===== src/rtl/rtoa_prefix_pkg.sv =====
package rtoa_prefix_pkg;
  parameter int unsigned ADDR_W  = 64;
  parameter int unsigned AREA_W  = 13;  // 8 KiB area offset bits
  parameter int unsigned PFX_TOP = 31;  // prefix bits at or above this read as zero

  localparam int unsigned HI_W = ADDR_W - AREA_W;

  typedef logic [ADDR_W-1:0] addr_t;

  function automatic addr_t keep_mask();
    addr_t m;
    for (int i = 0; i < ADDR_W; i++) m[i] = (i >= AREA_W) && (i < PFX_TOP);
    return m;
  endfunction
endpackage


===== src/rtl/rtoa_prefix_reg.sv =====
module rtoa_prefix_reg
  import rtoa_prefix_pkg::*;
#(
  parameter bit STORE_PORT = 1'b1
) (
  input  logic  clk_i,
  input  logic  rst_ni,
  input  logic  we_i,
  input  addr_t wdata_i,
  output addr_t pfx_o,
  output addr_t rdata_o
);
  localparam addr_t KEEP = keep_mask();

  addr_t pfx_q;

  always_ff @(posedge clk_i or negedge rst_ni) begin
    if (!rst_ni)   pfx_q <= '0;
    else if (we_i) pfx_q <= wdata_i & KEEP;
  end

  assign pfx_o = pfx_q;

  generate
    if (STORE_PORT) begin : g_store
      assign rdata_o = pfx_q;
    end else begin : g_no_store
      assign rdata_o = '0;
    end
  endgenerate
endmodule


===== src/rtl/rtoa_prefix_xlate.sv =====
module rtoa_prefix_xlate
  import rtoa_prefix_pkg::*;
(
  input  addr_t real_i,
  input  addr_t pfx_i,
  output addr_t abs_o
);
  logic [HI_W-1:0] real_hi, pfx_hi, abs_hi;

  assign real_hi = real_i[ADDR_W-1:AREA_W];
  assign pfx_hi  = pfx_i[ADDR_W-1:AREA_W];

  // zero-area test first: a zero prefix then maps 0 -> 0 with no conflict
  always_comb begin
    if (real_hi == '0)         abs_hi = pfx_hi;
    else if (real_hi == pfx_hi) abs_hi = '0;
    else                        abs_hi = real_hi;
  end

  assign abs_o = {abs_hi, real_i[AREA_W-1:0]};
endmodule


===== src/rtl/rtoa_prefix_unit.sv =====
module rtoa_prefix_unit
  import rtoa_prefix_pkg::*;
(
  input  logic        clk_i,
  input  logic        rst_ni,
  input  logic        pfx_we_i,
  input  logic [63:0] pfx_wdata_i,
  output logic [63:0] pfx_rdata_o,
  input  logic        in_valid_i,
  input  logic [63:0] real_addr_i,
  output logic        out_valid_o,
  output logic [63:0] abs_addr_o
);
  addr_t pfx, abs_d, abs_q;
  logic  vld_q;

  rtoa_prefix_reg #(.STORE_PORT(1'b1)) i_reg (
    .clk_i   (clk_i),
    .rst_ni  (rst_ni),
    .we_i    (pfx_we_i),
    .wdata_i (pfx_wdata_i),
    .pfx_o   (pfx),
    .rdata_o (pfx_rdata_o)
  );

  rtoa_prefix_xlate i_xlate (
    .real_i (real_addr_i),
    .pfx_i  (pfx),
    .abs_o  (abs_d)
  );

  always_ff @(posedge clk_i or negedge rst_ni) begin
    if (!rst_ni) begin
      vld_q <= 1'b0;
      abs_q <= '0;
    end else begin
      vld_q <= in_valid_i;
      if (in_valid_i) abs_q <= abs_d;
    end
  end

  assign out_valid_o = vld_q;
  assign abs_addr_o  = abs_q;
endmodule


===== config.mk =====
export PLATFORM = sky130hd
export DESIGN_NAME = rtoa_prefix_unit
export DESIGN_NICKNAME = d
export VERILOG_FILES = /design/src/rtl/rtoa_prefix_pkg.sv /design/src/rtl/rtoa_prefix_reg.sv /design/src/rtl/rtoa_prefix_xlate.sv /design/src/rtl/rtoa_prefix_unit.sv
export SDC_FILE = /design/constraint.sdc
export NUM_CORES = 1
export LEC_CHECK = 0
export ABC_AREA = 1
export ABC_CLOCK_PERIOD_IN_PS = 1300
export BUFFER_PORTS_ARGS = -buffer_cell sky130_fd_sc_hd__buf_2
export CAP_MARGIN = 20
export CORE_AREA = 2 2 103 115
export CTS_BUF_LIST = sky130_fd_sc_hd__clkbuf_4 sky130_fd_sc_hd__clkbuf_8 sky130_fd_sc_hd__clkbuf_16
export CTS_CLUSTER_SIZE = 10
export DETAILED_ROUTE_END_ITERATION = 6
export DIE_AREA = 0 0 105 117
export GPL_ROUTABILITY_DRIVEN = 0
export PLACE_DENSITY = 0.83
export SLEW_MARGIN = 20
export SYNTH_ARGS = -nofsm -noshare
export SYNTH_HDL_FRONTEND = slang
export SYNTH_SLANG_ARGS = --single-unit

===== constraint.sdc =====
create_clock -name clk_i -period 1.3 [get_ports clk_i]
set_input_delay 0.065 -clock clk_i [delete_from_list [all_inputs] [get_ports clk_i]]
set_output_delay 0.065 -clock clk_i [all_outputs]
set_load 0.02 [all_outputs]

==> results_dict.tcl <==
set metrics [dict create \
    outcome "finished, violations left" \
    violations "negative setup slack" \
    dp.cells 800 \
    dp_hpwl_mm 8.68 \
    synthTopCellsByArea "dfrtp_1 48%, mux2_2 13%, buf_4 7.9%, nand2_1 7.8%, nor2_1 4.8%" \
    drt_pre_antenna_iters 4 \
    core_um2 11200 \
    design.die.area_um2 12300 \
    crit_top_cell "nand2_1" \
    powerDensity_nw_per_um2 1110 \
    required_ps 1520 \
    cts_buffers 9 \
    hp-class "primary input to flop" \
    clk_latency_ps 330 \
    cp.buffers_inverters 0 \
    grt_pass1_wl_mm 19.1 \
    root_buffer "clkbuf_16" \
    clkTransAtPathRegs_ps 60 \
    met2_length_mm 6.54 \
    yosysUniqueCellTypes 28 \
    syn_area_per_cell_um2 9.44 \
    grt_usage 0.200 \
    ys_ff_latch 83 \
    crit_type "flop to flop" \
    synth_top_area_frac 0.477 \
    worstSetupStartpointType "flop" \
    maxCapViolCount 0 \
    setup-violations-final 18 \
    path_cells "nand2_1 -> nand2_1 -> nor2_2 -> nand3_2 -> nor2_4 -> nand3_4 -> nand2_1 -> a21oi_1" \
    slowest_stage "dfrtp_2" \
    cp_max_fo 5 \
    vias 4015 \
    port_buffers 168 \
    ir_drop_v 0.000776 \
    synth.largest_area_cell "dfrtp_1" \
    drc 0 \
    cts_sinks 83 \
    fin_area_um2 6590 \
    finalCriticalPeriod_ps 1540 \
    synthCells 461 \
    crit_family "simple AND/OR/NAND/NOR gates" \
    skew_ps 4.24 \
    utilization 0.589 \
    drv_slew 0 \
    grt-ovfl-total 0 \
    start_util 0.389 \
    cts_tree "done" \
    wl_per_cell_um 14.1 \
    arrival_ps 1760 \
    cpPeakStageDelay_ps 420 \
    cts_buffer_depth 2 \
    dp_slack_ps -193 \
    die_w_um 105 \
    max_freq_mhz 649 \
    dpl_cell_area_um2 5500 \
    detail_route.vias_per_cell 4.54 \
    drive_gt1_frac 0.490 \
    post-route-period-util 1.19 \
    p_leak_nw 3.29 \
    fp.dieH_um 117 \
    htree_num_levels 3 \
    final_cells 885 \
    end_kind "flop" \
    ys_seq_area_frac 0.477 \
    wl_mm 12.5 \
    m1WireLength_mm 4.77 \
    wl_met3_mm 1.01 \
    tns_ps -3640 \
    final-hold-violation-count 0 \
    rows 41 \
    fin_ws_ps -242 \
    synth_area_um2 4350 \
    routed.top_layer "met4" \
    drt_iter0_drc 154 \
    grt_max_degree 40 \
    yosys_warnings 0 \
    grt_pass1_vias 3882 \
    antenna_found_initial 1 \
    ios 261 \
    fin_nets 861 \
    ant_nets 0 \
    synthToLayoutAreaGrowth_pct 51.4 \
    rsz0062_at_grt "yes" \
]
## state kept, by name, summed over array words and instances (netlist names)
register     flops
i_reg.pfx_o     18
abs_addr_o      64
out_valid_o      1
## cell usage after synthesis
| library cell | number |
|---|---|
| xnor2_1 | 4 |
| nand2_2 | 1 |
| nor2_4 | 3 |
| buf_4 | 46 |
| buf_6 | 3 |
| nor2_1 | 56 |
| o21ai_1 | 1 |
| dfrtp_1 | 83 |
| clkbuf_1 | 6 |
| nor2_8 | 1 |
| a21oi_1 | 9 |
| nor2_2 | 2 |
| mux2_2 | 51 |
| o21ai_0 | 17 |
| a21oi_2 | 10 |
| inv_1 | 42 |
| inv_2 | 1 |
| nand3_1 | 13 |
| nand3_4 | 1 |
| or2_1 | 1 |
| conb_1 | 1 |
| buf_12 | 1 |
| nand3_2 | 10 |
| buf_2 | 4 |
| or2_4 | 1 |
| nand2_1 | 91 |
| nand2_4 | 1 |
| buf_1 | 1 |
## final timing paths
| kind | from | endpoint | slack (ps) | cells after the start |
|---|---|---|---|---|
| worst min register to register | abs_addr_o[2] | abs_addr_o[2] | 500 | 1 |
| worst max register to register | i_reg.pfx_o[26] | abs_addr_o[20] | -240 | 8 |
| min in group asynchronous | rst_ni | abs_addr_o[26] | 230 | 2 |
| max in group asynchronous | rst_ni | i_reg.pfx_o[17] | 560 | 3 |
| worst min-delay path | real_addr_i[25] | abs_addr_o[25] | 9 | 3 |
| worst max-delay path | i_reg.pfx_o[26] | abs_addr_o[20] | -240 | 8 |
## area by class of cell
| cell class | instances | area [um2] |
|---|---|---|
| clock buffer | 9 | 225 |
| timing repair buffer | 270 | 1850 |
| inverter | 43 | 161 |
| sequential | 83 | 2100 |
| fill | 917 | 4590 |
| clock inverter | 7 | 76.3 |
| antenna | 1 | 2.50 |
| tap | 150 | 188 |
| multi-input combinational | 322 | 1990 |
## placed cells by master, fill, tap and decap left out, drive strengths merged
| master | count |
|---|---|
| conb | 46 |
| diode | 1 |
| dfrtp | 83 |
| o21ai | 18 |
| xnor2 | 4 |
| bufinv | 1 |
| nand2 | 93 |
| nor2 | 62 |
| clkbuf | 9 |
| mux2 | 51 |
| nand3 | 27 |
| clkinv | 3 |
| or2 | 2 |
| buf | 209 |
| dlygate4sd3 | 61 |
| clkinvlp | 2 |
| a21oi | 19 |
| inv | 44 |
## cell families after synthesis
family / after synthesis / synth area share
buffers and inverters: 104 / 0.139
other: 1 / 0.000861
multiplexers: 51 / 0.132
XOR/XNOR: 4 / 0.00805
AND/OR/NAND/NOR: 181 / 0.191
AO/OA/AOI/OAI: 37 / 0.0512
flip-flops: 83 / 0.477
## worst register-to-register path: stages (launching register included)
cell and delay (ps):
dfrtp_2 420, nand2_1 70, nand2_1 60, nor2_2 140, nand3_2 100, nor2_4 270, nand3_4 200, nand2_1 110
a21oi_1 60
## what timing repair did
| action | CTS | global route |
|---|---|---|
| hold buffers | 60 | 1 |
| pin swaps | 5 | 10 |
| gates cloned | 2 | 1 |
| endpoints found under the hold margin | 87 | 1 |
| setup endpoints to repair | 18 | 18 |
| gates resized for setup | 12 | 20 |
| setup buffers | 1 | 3 |
## stage by stage
stage                     hold slack, ps  power, mW
after floorplan                     -231       4.01
after global placement              43.0       4.60
after detailed placement            31.3       4.63
after CTS                           4.10       7.38
after global routing                3.42       7.69
final                               9.23       7.35
## report_power, final
group	switching (mW)	total, mW	internal [mW]	leakage, nW
registers	0.148	2.99	2.84	0.947
logic	1.03	1.80	0.771	2.20
clock network	1.06	2.56	1.50	0.142
## routing by layer
metal | global-route usage | vias to the layer above
met5 | 0 | -
met4 | 0.0649 | 0
met3 | 0.0609 | 16
met2 | 0.364 | 187
met1 | 0.225 | 1900
li1 | - | 1912
(Power assumes the default switching activity.)
